## src/rtl/sfg_pkg.sv

```systemverilog
package sfg_pkg;
    typedef enum logic [1:0] {
        ST_RUN         = 2'd0,
        ST_FROZEN      = 2'd1,
        ST_MMIO_THAWED = 2'd2
    } sfg_state_e;
endpackage

```

## src/rtl/sfg_window.sv

```systemverilog
module sfg_window #(
    parameter int AW = 32
) (
    input  logic          clk,
    input  logic          rst_n,
    input  logic          win_wr,
    input  logic [AW-1:0] base_in,
    input  logic [AW-1:0] limit_in,
    input  logic [AW-1:0] addr,
    output logic          in_win
);
    logic [AW-1:0] base_q;
    logic [AW-1:0] limit_q;

    // window registers, loaded on the edge
    always_ff @(posedge clk or negedge rst_n) begin
        if (!rst_n) begin
            base_q  <= '0;
            limit_q <= '0;
        end else if (win_wr) begin
            base_q  <= base_in;
            limit_q <= limit_in;
        end
    end

    // inclusive range check, combinational on each request
    assign in_win = (addr >= base_q) && (addr <= limit_q);
endmodule

```

## src/rtl/sfg_fsm.sv

```systemverilog
module sfg_fsm
    import sfg_pkg::*;
(
    input  logic       clk,
    input  logic       rst_n,
    input  logic       par_err,
    input  logic       dma_viol,
    input  logic       thaw,
    input  logic       clear,
    output sfg_state_e state,
    output logic       mmio_on,
    output logic       dma_on,
    output logic       freeze_evt
);
    sfg_state_e state_q;
    sfg_state_e state_d;
    logic       evt_q;

    // state register
    always_ff @(posedge clk or negedge rst_n) begin
        if (!rst_n) state_q <= ST_RUN;
        else        state_q <= state_d;
    end

    // next state
    always_comb begin
        state_d = state_q;
        if (clear) begin
            state_d = ST_RUN;
        end else begin
            unique case (state_q)
                ST_RUN:         if (par_err || dma_viol) state_d = ST_FROZEN;
                ST_FROZEN:      if (thaw)                state_d = ST_MMIO_THAWED;
                ST_MMIO_THAWED: if (par_err)             state_d = ST_FROZEN;
                default:                                 state_d = ST_FROZEN;
            endcase
        end
    end

    // outputs decoded from the state
    always_comb begin
        mmio_on = 1'b0;
        dma_on  = 1'b0;
        unique case (state_q)
            ST_RUN:         begin mmio_on = 1'b1; dma_on = 1'b1; end
            ST_FROZEN:      begin mmio_on = 1'b0; dma_on = 1'b0; end
            ST_MMIO_THAWED: begin mmio_on = 1'b1; dma_on = 1'b0; end
            default:        begin mmio_on = 1'b0; dma_on = 1'b0; end
        endcase
    end

    // single event pulse on leaving ST_RUN
    always_ff @(posedge clk or negedge rst_n) begin
        if (!rst_n) evt_q <= 1'b0;
        else        evt_q <= !clear && (state_q == ST_RUN) && (par_err || dma_viol);
    end

    assign state      = state_q;
    assign freeze_evt = evt_q;
endmodule

```

## src/rtl/sfg_rdcount.sv

```systemverilog
module sfg_rdcount #(
    parameter int RD_THRESH = 2100000,
    parameter int CW        = 22
) (
    input  logic          clk,
    input  logic          rst_n,
    input  logic          inc,
    input  logic          clr,
    output logic [CW-1:0] cnt,
    output logic          warn
);
    localparam logic [CW-1:0] LAST = CW'(RD_THRESH - 1);

    logic [CW-1:0] cnt_q;
    logic          warn_q;

    // modulo counter of gated reads, cleared with the freeze
    always_ff @(posedge clk or negedge rst_n) begin
        if (!rst_n) begin
            cnt_q  <= '0;
            warn_q <= 1'b0;
        end else if (clr) begin
            cnt_q  <= '0;
            warn_q <= 1'b0;
        end else begin
            warn_q <= inc && (cnt_q == LAST);
            if (inc) cnt_q <= (cnt_q == LAST) ? '0 : cnt_q + 1'b1;
        end
    end

    assign cnt  = cnt_q;
    assign warn = warn_q;
endmodule

```

## src/rtl/slot_freeze_gate.sv

```systemverilog
module slot_freeze_gate
    import sfg_pkg::*;
#(
    parameter  int AW        = 32,
    parameter  int DW        = 32,
    parameter  int RD_THRESH = 2100000,
    localparam int CW        = $clog2(RD_THRESH + 1)
) (
    input  logic          clk,
    input  logic          rst_n,
    input  logic          host_rd_req,
    input  logic          host_wr_req,
    input  logic [AW-1:0] host_addr,
    input  logic [DW-1:0] host_wdata,
    output logic [DW-1:0] host_rdata,
    output logic          dev_rd_req,
    output logic          dev_wr_req,
    output logic [AW-1:0] dev_addr,
    output logic [DW-1:0] dev_wdata,
    input  logic [DW-1:0] dev_rdata,
    input  logic          addr_par_err,
    input  logic          data_par_err,
    input  logic          dma_req,
    input  logic [AW-1:0] dma_addr,
    output logic          dma_grant,
    input  logic          win_wr,
    input  logic [AW-1:0] win_base_in,
    input  logic [AW-1:0] win_limit_in,
    input  logic          thaw_mmio,
    input  logic          clear_frz,
    output logic          mmio_active,
    output logic          dma_active,
    output logic          healthy,
    output logic          freeze_evt,
    output logic          rd_warn,
    output logic [CW-1:0] frz_rd_cnt
);
    logic       in_win;
    logic       mmio_on;
    logic       dma_on;
    sfg_state_e state;

    sfg_window #(.AW(AW)) u_win (
        .clk      (clk),
        .rst_n    (rst_n),
        .win_wr   (win_wr),
        .base_in  (win_base_in),
        .limit_in (win_limit_in),
        .addr     (dma_addr),
        .in_win   (in_win)
    );

    sfg_fsm u_fsm (
        .clk        (clk),
        .rst_n      (rst_n),
        .par_err    (addr_par_err || data_par_err),
        .dma_viol   (dma_req && !in_win),
        .thaw       (thaw_mmio),
        .clear      (clear_frz),
        .state      (state),
        .mmio_on    (mmio_on),
        .dma_on     (dma_on),
        .freeze_evt (freeze_evt)
    );

    sfg_rdcount #(.RD_THRESH(RD_THRESH), .CW(CW)) u_cnt (
        .clk   (clk),
        .rst_n (rst_n),
        .inc   (host_rd_req && (state == ST_FROZEN)),
        .clr   (clear_frz),
        .cnt   (frz_rd_cnt),
        .warn  (rd_warn)
    );

    // gating of host traffic
    assign dev_rd_req  = host_rd_req && mmio_on;
    assign dev_wr_req  = host_wr_req && mmio_on;
    assign dev_addr    = host_addr;
    assign dev_wdata   = host_wdata;
    assign host_rdata  = mmio_on ? dev_rdata : {DW{1'b1}};

    // DMA only in run state and inside the window
    assign dma_grant   = dma_req && dma_on && in_win;

    // status
    assign mmio_active = mmio_on;
    assign dma_active  = dma_on;
    assign healthy     = mmio_on && dma_on;
endmodule

```

## config.mk

```make
export PLATFORM = sky130hd
export DESIGN_NAME = slot_freeze_gate
export DESIGN_NICKNAME = d
export VERILOG_FILES = /design/src/rtl/sfg_pkg.sv /design/src/rtl/sfg_window.sv /design/src/rtl/sfg_fsm.sv /design/src/rtl/sfg_rdcount.sv /design/src/rtl/slot_freeze_gate.sv
export SDC_FILE = /design/constraint.sdc
export NUM_CORES = 1
export LEC_CHECK = 0
export BUFFER_PORTS_ARGS = -buffer_cell sky130_fd_sc_hd__clkbuf_2
export CAP_MARGIN = 20
export CORE_MARGIN = 8
export CORE_UTILIZATION = 49
export CTS_CLUSTER_SIZE = 40
export DETAILED_ROUTE_END_ITERATION = 10
export PLACE_DENSITY = 0.95
export SYNTH_ARGS = -nofsm -noshare
export SYNTH_HDL_FRONTEND = slang
export SYNTH_HIERARCHICAL = 1
export SYNTH_SLANG_ARGS = --single-unit
```

## constraint.sdc

```tcl
create_clock -name clk -period 4.45 [get_ports clk]
set_input_delay 0 -clock clk [delete_from_list [all_inputs] [get_ports clk]]
set_output_delay 0 -clock clk [all_outputs]
set_load 0.02 [all_outputs]
```

==> out/results.ini, run 1 <==
[grt]
grt_pass1_vias = 6226
grt_pass1_wl_mm = 31.07
track_usage_pct = 24.34
overflow = 0
antenna_found_initial = 1
grt_max_degree = 127

[clock_network]
clk_path_buf_depth = 2
cts_buffers = 9
cts-resized-gates = 0
htree_levels = 3
cts.clk_slew.worst_paths_ps = 60
cts_setup_buffers = 0
clkLatencyLatePin_ps = 350
cts_root_buf = clkbuf_16
cts.sinks = 90
cts_tree = built

[job]
maxCapViolations = 0

[synth]
synth-main-ff-cell = dfrtp_1
seq_area_frac_synth_pct = 37.46
postSynthCellCount = 692
synth_top_area_share_pct = 37.46
syn_avg_cell_area_sq_um = 8.688
synth-edff-count = 0
post-synth-top-area-cell = dfrtp_1
netlist_area_sq_um = 6012
synth_cell_types = 57
yosys_warnings = 6
syn_nets = 959
synth-seq-cells = 90
synthTopCellsByArea = dfrtp_1 (37%), ha_1 (14%), buf_4 (8.0%)
async_flop_share_pct = 100.0

[critical_path]
r2r-start = u_win/limit_q[26]$_DFFE_PN0P_
ff2ff_setup_slack_ps = 1720
crit_start = u_win/limit_q[26]$_DFFE_PN0P_
r2r_end = u_fsm/state[0]$_DFFE_PN0P_
reg2reg_depth = 10
crit_fanout = 4
crit_arrival_ps = 2810
critPathLaunchType = flip-flop
endpoint = dma_grant
path_class = flip-flop to output pin
crit_path_end_kind = output pin
cp.required_ps = 4450

[drt]
viasPerCell = 5.634
vias = 5859
drc = 0
drtAntennaViolNets = 0
first_iter_violations = 437
wl_per_cell_um = 18.87
drt_first_pass_iters = 5
routed_wl_mm = 19.63

[sta]
worst_pin_slew_ps = 1040
fin_crit_sh_pct = 63.11
fin_setup_tns_ps = 0
hold_viol_final = 0
period_needed_ps = 2808
max_freq_mhz = 356.1
relSlewSlack_pct = 30.69
slew_viol_final = 0
finClkSkew_ps = 8.748
finalSetupViolCount = 0
rsz0062_at_grt = false

[power]
leakage_nw = 3.908
finalPower_mw = 2.244
p_comb_share_pct = 23.5
p_sw_mw = 0.6545
swShare_pct = 29.16
power_frac_clock_pct = 36.7
p_int_mw = 1.590
vdd.ir_drop.worst_v = 0.0002132
p_seq_share_pct = 39.8
p_per_area_nw_per_um2 = 293.8

[final_layout]
nNetsFinal = 1153
multi_input_area_sq_um = 2915
area_delta_synth_final_pct = 27.03
mostFrequentLayoutCell = clkbuf_2
layout-drive-gt1-share_pct = 25.70
layout_common_cells = clkbuf_2 (197), dfrtp_1 (90), nand2_1 (89), o21ai_0 (82), inv_1 (75)
ff_latch_area_sq_um = 2252
fillCellCount = 928

[die]
dieArea_sq_um = 16070
num_rows = 40
die_h_um = 126.8
initial_utilization_pct = 50.05
core_area_sq_um = 12010
die_x_um = 126.8
io_pins = 328

[placement]
hpwl_mm = 13.41
io_buffers = 199
gp_congestion = 0.9135

[outcome]
status = finished clean

[min_path]
worstHoldPathType = input port to output pin
hp-start = host_addr[17]

-- synth_stat cells, types with 2 or more instances --
library cell,n
inv_1,75
or2b_1,5
a32oi_1,4
a211oi_1,3
a21oi_1,26
or3_1,3
clkbuf_1,16
o31ai_1,3
ha_1,65
dfrtp_1,90
nand3_1,12
xnor2_1,10
nor3b_1,2
and2_1,6
nor3_1,8
nand4_1,15
xor2_1,2
buf_4,64
buf_2,3
a21o_1,4
nor4_1,8
and4_1,2
nand2b_1,28
nor2_1,26
and3_1,4
a221oi_1,4
mux2_2,2
o21ai_0,82
a31oi_1,2
nor2b_1,3
nand2_1,89
-- worst max-delay path, cell delays in order, from the launching register on --
cell and delay (ps):
dfrtp_1 320, inv_1 50, ha_1 320, nand4_1 90, or4_4 500, nor3_2 230, a31oi_1 120, a311oi_1 400
and3_1 240, clkbuf_2 180
-- state kept, by name, summed over array words and instances (netlist names) --
register,flops
u_cnt/cnt,22
u_cnt/warn,1
u_fsm/freeze_evt,1
u_fsm/state,2
u_win/base_q,32
u_win/limit_q,32
-- power by group through the flow --
| stage | Combinational, mW | Sequential, mW | Clock (mW) |
|---|---|---|---|
| 2_1_floorplan | 0.356 | 0.903 | 0 |
| 4_1_cts | 0.512 | 0.890 | 0.830 |
| 6_report | 0.528 | 0.893 | 0.823 |
| 3_3_place_gp | 0.439 | 0.903 | 0 |
| 5_1_grt | 0.585 | 0.898 | 0.870 |
| 3_5_place_dp | 0.457 | 0.906 | 0 |
-- stage by stage --
step	utilization, %	cells	area (sq um)	hold WS (ps)	worst slack (ps)
after detailed placement	55.29	955	6641	0.1367	1770
after global routing	63.56	1039	7635	0.02925	1503
final	63.58	1040	7637	0.007769	1642
after floorplan	-	692	6012	-295.6	2041
after CTS	63.54	1038	7632	0.1367	1641
after global placement	55.29	955	6641	0.1367	1868
-- metal layers --
metal	track usage, %	vias up	part of all wire (%)
met2	42.42	389	50
met4	17.63	0	6.3
met5	0	-	0
li1	-	2676	-
met1	24.59	2673	35
met3	6.996	121	8.9
-- cell families (layout without fill, tap and decap cells) --
logic type | count (synthesis) | in the layout | share of synthesized area, %
XOR/XNOR | 12 | 12 | 1.748
flip-flops | 90 | 90 | 37.46
other | 0 | 2 | 0
buffers and inverters | 159 | 358 | 14.05
AND/OR/NAND/NOR | 226 | 226 | 19.58
multiplexers | 2 | 2 | 0.3746
adder cells (fa/ha/maj) | 65 | 65 | 13.53
AO/OA/AOI/OAI | 138 | 138 | 13.26
-- worst min-delay path by stage --
stage | endpoint | slack [ps] | depth (start not counted)
3_5_place_dp | dev_addr[22] | 0.1 | 0
2_1_floorplan | u_cnt/cnt[0]$_DFFE_PN0P_ | -300 | 0
5_1_grt | dev_addr[26] | 0.03 | 0
6_report | dev_addr[17] | 0.008 | 0
3_3_place_gp | dev_addr[22] | 0.1 | 0
4_1_cts | dev_addr[22] | 0.1 | 0
-- cell type report --
class | count | share of cell area [%]
multi-input cells | 443 | 38.17
flip-flops and latches | 90 | 29.49
repair buffers | 267 | 21.99
inverters | 75 | 3.686
clock buffers | 10 | 2.998
well taps | 147 | 2.408
clock inverters | 6 | 1.196
diodes | 2 | 0.06553
-- what timing repair did --
action                                 in CTS  in global routing
setup endpoints to repair                   0                  0
endpoints found under the hold margin     116                  0
hold buffers                               67                  0
Note: power is estimated with default switching activity, not from simulation.
==> run 2: changes to the inputs <==
- ABC_AREA: unset -> 1
- CORE_UTILIZATION: 49 -> 42
- PLACE_DENSITY: 0.95 -> 0.87
- clock period: 4.45 -> 2.3 ns (I/O delays scaled with it)
==> run 2 against run 1 <==
Against the previous run:
- worst hold slack about the same
- clock power increased by 71%
- synthesized cell count rose by 23%
- clock skew is 0.78 ps higher
- register-to-register slack worse by 1500 ps
- clock-buffer cell count increased by 2
- utilization is 9.9 points lower
- combinational power rose by 140%
- final area is 5.3% higher
- sequential power increased by 96%
- worst setup slack worse by 1500 ps
- largest cell class unchanged
- largest power group unchanged
==> out/results.ini, run 2 <==
[sta]
finalSetupViolCount = 0  ; unchanged
worst_pin_slew_ps = 883.7  ; was 1040 ps
finClkSkew_ps = 9.527  ; was 8.748 ps
rsz0062_at_grt = true  ; was false
max_freq_mhz = 455.0
slew_viol_final = 0  ; unchanged
hold_ws_ps = 0.008814  ; was 0.007769 ps
fin_crit_sh_pct = 95.55
hold_viol_final = 0  ; unchanged
period_needed_ps = 2198
relSlewSlack_pct = 40.87  ; was 30.69%

[drt]
drt_first_pass_iters = 6  ; was 5
vias = 6163  ; was 5,859
wl_per_cell_um = 16.04  ; was 18.87 um
drtAntennaViolNets = 0  ; unchanged
drc = 0  ; unchanged
viasPerCell = 4.954  ; was 5.634
routed_wl_mm = 19.95  ; was 19.63 mm
first_iter_violations = 341  ; was 437

[placement]
place_inst = 1158  ; was 955
io_buffers = 199  ; unchanged
gp_congestion = 0.8832  ; was 0.9135
hpwl_mm = 14.82  ; was 13.41 mm

[die]
dieArea_sq_um = 19320  ; was 16,070 sq um
die_h_um = 139.0  ; was 126.8 um
num_rows = 45  ; was 40
initial_utilization_pct = 42.41  ; was 50.05%
core_area_sq_um = 14980  ; was 12,010 sq um
io_pins = 328  ; unchanged
die_x_um = 139.0  ; was 126.8 um

[critical_path]
critPathLaunchType = flip-flop  ; unchanged
crit_arrival_ps = 2200  ; was 2810 ps
crit_path_end_kind = output pin  ; unchanged
path_class = flip-flop to output pin  ; unchanged
reg2reg_depth = 15  ; was 10
cp.required_ps = 2300  ; was 4450 ps
crit_fanout = 2  ; was 4

[clock_network]
cts_root_buf = clkbuf_16  ; unchanged
cts_buffers = 9  ; unchanged
cts.clk_slew.worst_paths_ps = 60  ; about the same
cts.sinks = 90  ; unchanged
htree_levels = 3  ; unchanged
clkLatencyLatePin_ps = 350  ; about the same
cts_tree = built  ; unchanged
clk_path_buf_depth = 2  ; unchanged

[final_layout]
area_delta_synth_final_pct = 26.61  ; was 27.03%
nNetsFinal = 1316  ; was 1,153
layout_common_cells = nand2_1 (214), clkbuf_2 (196), inv_1 (130), dfrtp_1 (90), nor2_1 (68)  ; was clkbuf_2 (197), dfrtp_1 (90), nand2_1 (89), o21ai_0 (82), inv_1 (75)
mostFrequentLayoutCell = nand2_1  ; was clkbuf_2
final_cells = 1244  ; was 1,040
layout-drive-gt1-share_pct = 24.88  ; was 25.70%

[power]
finalPower_mw = 4.450  ; was 2.244 mW
p_per_area_nw_per_um2 = 553.3  ; was 293.8 nW/um^2
leakage_nw = 4.347  ; was 3.908 nW
vdd.ir_drop.worst_v = 0.0004327  ; was 0.0002132 V

[synth]
postSynthCellCount = 850  ; was 692
async_flop_share_pct = 100.0  ; unchanged
syn_nets = 1117  ; was 959
netlist_area_sq_um = 6352  ; was 6012 sq um
synth.most_common_cell = nand2_1  ; was dfrtp_1
synth-edff-count = 0  ; unchanged
synth_cell_types = 33  ; was 57
post-synth-top-area-cell = dfrtp_1  ; unchanged
synthTopCellsByArea = dfrtp_1 (35%), ha_1 (13%), nand2_1 (13%)  ; was dfrtp_1 (37%), ha_1 (14%), buf_4 (8.0%)
synth_top_area_share_pct = 35.45  ; was 37.46%
synth_common_cells = nand2_1 (216), inv_1 (136), dfrtp_1 (90)  ; was dfrtp_1 (90), nand2_1 (89), o21ai_0 (82)
syn_avg_cell_area_sq_um = 7.473  ; was 8.688 sq um
synth-main-ff-cell = dfrtp_1  ; unchanged
seq_area_frac_synth_pct = 35.45  ; was 37.46%
synth-seq-cells = 90  ; unchanged
yosys_warnings = 6  ; unchanged

[outcome]
status = finished clean  ; unchanged

[grt]
grt_max_degree = 72  ; was 127
grt_pass1_vias = 6180  ; was 6,226
overflow = 0  ; unchanged
grt_pass1_wl_mm = 31.39  ; was 31.07 mm
track_usage_pct = 20.13  ; was 24.34%
antenna_found_initial = 3  ; was 1

[min_path]
worstHoldPathType = input port to output pin  ; unchanged
min_path_cells = 0  ; unchanged

[job]
maxCapViolations = 0  ; unchanged

run 2: power breakdown:
group / leakage, nW / internal [mW] / switching [mW]
clock: 0.131 / 0.790 / 0.616
sequential: 1.13 / 1.70 / 0.0501
combinational: 3.08 / 0.508 / 0.784
total: 4.35 / 3.00 / 1.45
run 2: cell type report:
type	instances	area, sq um
well taps	188	235.2
multi-input cells	536	3015
flip-flops and latches	90	2252
repair buffers	273	1730
diodes	3	7.507
clock inverters	3	23.77
clock buffers	12	256.5
inverters	139	521.8
fillers	1374	6934
run 2: layer usage:
layer | share of wire (%) | global-route usage (%)
met1 | 37 | 20.92
met4 | 3.8 | 9.821
met5 | 0 | 0
met2 | 50 | 35.35
met3 | 8.7 | 7.401
run 2: path summary, 6_finish.rpt:
path | from | slack (ps) | end
setup / recovery | u_win/base_q[23]$_DFFE_PN0P_ | 100 | dma_grant
hold / removal | host_wdata[20] | 0.009 | dev_wdata[20]
setup reg to reg | u_win/base_q[23]$_DFFE_PN0P_ | 190 | u_fsm/state[0]$_DFFE_PN0P_
hold reg to reg | u_win/base_q[13]$_DFFE_PN0P_ | 530 | u_win/base_q[13]$_DFFE_PN0P_
max in group asynchronous | rst_n | 1340 | u_win/base_q[10]$_DFFE_PN0P_
min in group asynchronous | rst_n | 200 | u_cnt/cnt[12]$_DFFE_PN0P_
run 2: logic make-up (layout without fill, tap and decap cells):
logic type / count (synthesis) / after routing / synth area share, %
compound gates: 117 / 117 / 9.730
simple gates: 343 / 343 / 22.18
flops: 90 / 90 / 35.45
mux: 2 / 2 / 0.3545
other cells: 0 / 3 / 0
fa+ha+maj: 65 / 65 / 12.80
buf+inv: 224 / 427 / 18.24
xor+xnor: 9 / 9 / 1.241
run 2: critical path, stage by stage, from the launching register on:
cell and delay, ps:
dfrtp_1 320, inv_1 50, ha_1 300, nand2_1 80, nor2_1 200, nand4_1 160
nor2_2 170, nand2_1 70, nand2_1 50, nand2_1 60, inv_2 60, nand2_2 50
nor2_2 140, buf_6 130
run 2: timing repair:
action                                  CTS  global route
hold buffers                             67             0
gates resized for setup                   1            22
endpoints found under the setup margin    1             3
endpoints found under the hold margin   104             0
buffers inserted                          0             1
pin swaps                                 0            11
run 2: metrics by stage:
step / cell area [sq um] / util, % / setup WS (ps) / TNS, ps
3_3_place_gp: 6997 / 46.72 / 195.2 / 0
6_report: 8043 / 53.70 / 102.3 / 0
3_5_place_dp: 6997 / 46.72 / 165.9 / 0
2_1_floorplan: 6352 / - / 544.8 / 0
4_1_cts: 7951 / 53.09 / 36.38 / 0
5_1_grt: 8043 / 53.70 / -64.12 / -66.44
==> run 3: changes to the inputs <==
- REMOVE_ABC_BUFFERS: unset -> 1
==> run 3 against run 2 <==
Against the previous run:
- clock power increased by 18%
- global-route usage grew 3.7 points
- non-clock buffer count grew 3
- largest cell class unchanged
- final cell count barely moved
- register-to-register slack improved by 20 ps
- worst hold slack is essentially flat
- die area is the same
- via count rose by 1.1%
==> out/results.ini, run 3 (same netlist as run 2, synthesis figures left out) <==
[final_layout]
fillCellCount = 1313  ; was 1,374
layout_common_cells = nand2_1 (212), clkbuf_2 (196), inv_1 (129), dfrtp_1 (90), nor2_1 (69)  ; was nand2_1 (214), clkbuf_2 (196), inv_1 (130), dfrtp_1 (90), nor2_1 (68)
nNetsFinal = 1319  ; was 1,316
postLayoutCellArea_sq_um = 8174  ; was 8043 sq um
area_delta_synth_final_pct = 28.68  ; was 26.61%
multi_input_area_sq_um = 3065  ; was 3015 sq um
ff_latch_area_sq_um = 2252  ; unchanged
mostFrequentLayoutCell = nand2_1  ; unchanged
diodes = 0  ; was 3
layout-drive-gt1-share_pct = 26.02  ; was 24.88%

[critical_path]
crit_path_max_incr_delay_ps = 360  ; was 320 ps
cp_top_family = simple AND/OR/NAND/NOR gates  ; unchanged
crit_chain = inv_1 -> ha_4 -> a21o_1 -> nor2_1 -> nand2_1 -> nand2_1 -> nand2_2 -> nand2_1 -> nand2_1 -> nand2_1 -> nand2_1 -> inv_2 -> nand2_2 -> nor2_4 -> buf_6  ; was inv_1 -> ha_1 -> nand2_1 -> nor2_1 -> nand4_1 -> nor2_2 -> nand2_1 -> nand2_1 -> nand2_1 -> inv_2 -> nand2_2 -> nor2_2 -> buf_6
crit_fanout = 2  ; unchanged
critPathLaunchType = flip-flop  ; unchanged
r2r-start = u_win/limit_q[7]$_DFFE_PN0P_  ; was u_win/base_q[23]$_DFFE_PN0P_
cpMaxStageDelayCell = dfrtp_1  ; unchanged
cp.required_ps = 2300  ; about the same
crit_start = u_win/limit_q[7]$_DFFE_PN0P_  ; was u_win/base_q[23]$_DFFE_PN0P_
reg2reg_depth = 17  ; was 15
crit_path_end_kind = output pin  ; unchanged
path_class = flip-flop to output pin  ; unchanged
crit_top_cell = nand2_1  ; unchanged
path_depth = 15  ; was 13
crit_arrival_ps = 2260  ; was 2200 ps
cp_num_buf_inv = 3  ; unchanged

[sta]
relSlewSlack_pct = 56.16  ; was 40.87%
max_freq_mhz = 442.9  ; was 455.0 MHz
finClkSkew_ps = 9.056  ; was 9.527 ps
worst_slack_ps = 42.35  ; was 102.3 ps
fin_crit_sh_pct = 98.16  ; was 95.55%
worst_pin_slew_ps = 657.6  ; was 883.7 ps
slew_viol_final = 0  ; unchanged
hold_viol_final = 0  ; unchanged
finalSetupViolCount = 0  ; unchanged
period_needed_ps = 2258  ; was 2198 ps

[die]
initial_utilization_pct = 42.41  ; unchanged
io_pins = 328  ; unchanged
die_x_um = 139.0  ; unchanged
core_area_sq_um = 14980  ; unchanged
dieArea_sq_um = 19320  ; unchanged
die_h_um = 139.0  ; unchanged
num_rows = 45  ; unchanged

[clock_network]
clkLatencyLatePin_ps = 350  ; about the same
cts_root_buf = clkbuf_16  ; unchanged
cts_buffers = 9  ; unchanged
cts.clk_slew.worst_paths_ps = 70  ; was 60 ps
htree_levels = 3  ; unchanged
clk_path_buf_depth = 2  ; unchanged
cts.sinks = 90  ; unchanged
cts_tree = built  ; unchanged

[min_path]
worstHoldPathType = input port to output pin  ; unchanged
min_path_cells = 0  ; unchanged
hp-start = host_addr[16]  ; was host_wdata[20]

[outcome]
status = finished clean  ; unchanged

[power]
vdd.ir_drop.worst_v = 0.0003620  ; was 0.0004327 V
p_per_area_nw_per_um2 = 582.0  ; was 553.3 nW/um^2
leakage_nw = 4.392  ; was 4.347 nW

[drt]
drc = 0  ; unchanged
first_iter_violations = 363  ; was 341
drt_first_pass_iters = 4  ; was 6
drtAntennaViolNets = 0  ; unchanged
vias = 6228  ; was 6,163
routed_wl_mm = 23.66  ; was 19.95 mm
viasPerCell = 5.002  ; was 4.954
wl_per_cell_um = 19.00  ; was 16.04 um

[grt]
grt_max_degree = 73  ; was 72
track_usage_pct = 23.85  ; was 20.13%
grt_pass1_wl_mm = 35.78  ; was 31.39 mm
antenna_found_initial = 1  ; was 3
grt_pass1_vias = 6137  ; was 6,180
overflow = 0  ; unchanged

[placement]
gp_congestion = 0.9133  ; was 0.8832
hpwl_mm = 17.65  ; was 14.82 mm
io_buffers = 199  ; unchanged
placed_area_sq_um = 7024  ; was 6997 sq um
pre_cts_ws_ps = 239.7  ; was 165.9 ps

[job]
maxCapViolations = 0  ; unchanged

run 3: cell types whose count changed in the layout (fill, tap and decap cells not counted), moves of 3 or more:
cell and change:
a21oi_2 +3, diode_2 -3, ha_1 -3, ha_4 +3
run 3: where the power goes:
group | switching [mW] | internal [mW]
clock | 0.678 | 0.994
sequential | 0.0530 | 1.70
combinational | 0.807 | 0.524
run 3: metrics by stage:
| step | instances | setup TNS, ps | power, mW | utilization, % | hold WS, ps |
|---|---|---|---|---|---|
| floorplan | 765 | 0 | 2.443 | - | -295.6 |
| global placement | 1160 | 0 | 2.903 | 46.90 | -19.98 |
| detailed placement | 1160 | 0 | 2.946 | 46.90 | -13.27 |
| CTS | 1243 | 0 | 4.724 | 53.64 | 0.1487 |
| global route | 1245 | -51.51 | 5.006 | 54.58 | 0.1176 |
| finish | 1245 | 0 | 4.757 | 54.58 | 0.1673 |
run 3: path summary, 6_finish.rpt:
check / endpoint / slack (ps)
min in group asynchronous: u_cnt/cnt[19]$_DFFE_PN0P_ / 150
worst max-delay path: dma_grant / 40
worst max register to register: u_fsm/state[0]$_DFFE_PN0P_ / 210
worst min register to register: u_win/limit_q[29]$_DFFE_PN0P_ / 530
worst min-delay path: dev_addr[16] / 0.2
max in group asynchronous: u_win/limit_q[20]$_DFFE_PN0P_ / 1480
run 3: final cells by class:
class,instances,area share [%]
sequential,90,27.55
inverter,139,6.383
clock buffer,10,2.924
clock inverter,6,1.163
timing repair buffer,276,21.60
tap,188,2.878
multi-input combinational,536,37.50
run 3: repair_timing:
| action | CTS | global route |
|---|---|---|
| setup buffers | 0 | 2 |
| setup endpoints to repair | 1 | 1 |
| hold buffers | 67 | 0 |
| pin swaps | 0 | 11 |
| endpoints found under the hold margin | 97 | 0 |
| gates resized for setup | 2 | 29 |
| cloned | 0 | 0 |
run 3: layer usage:
layer | GRT usage, % | routed length [um] | vias to the layer above | share of wire [%]
met3 | 15.25 | 3572 | 28 | 15
met4 | 6.470 | 367 | 6 | 1.6
li1 | - | - | 2997 | -
met1 | 29.33 | 10170 | 2822 | 43
met5 | 7.853 | 138 | - | 0.58
met2 | 32.94 | 9413 | 375 | 40
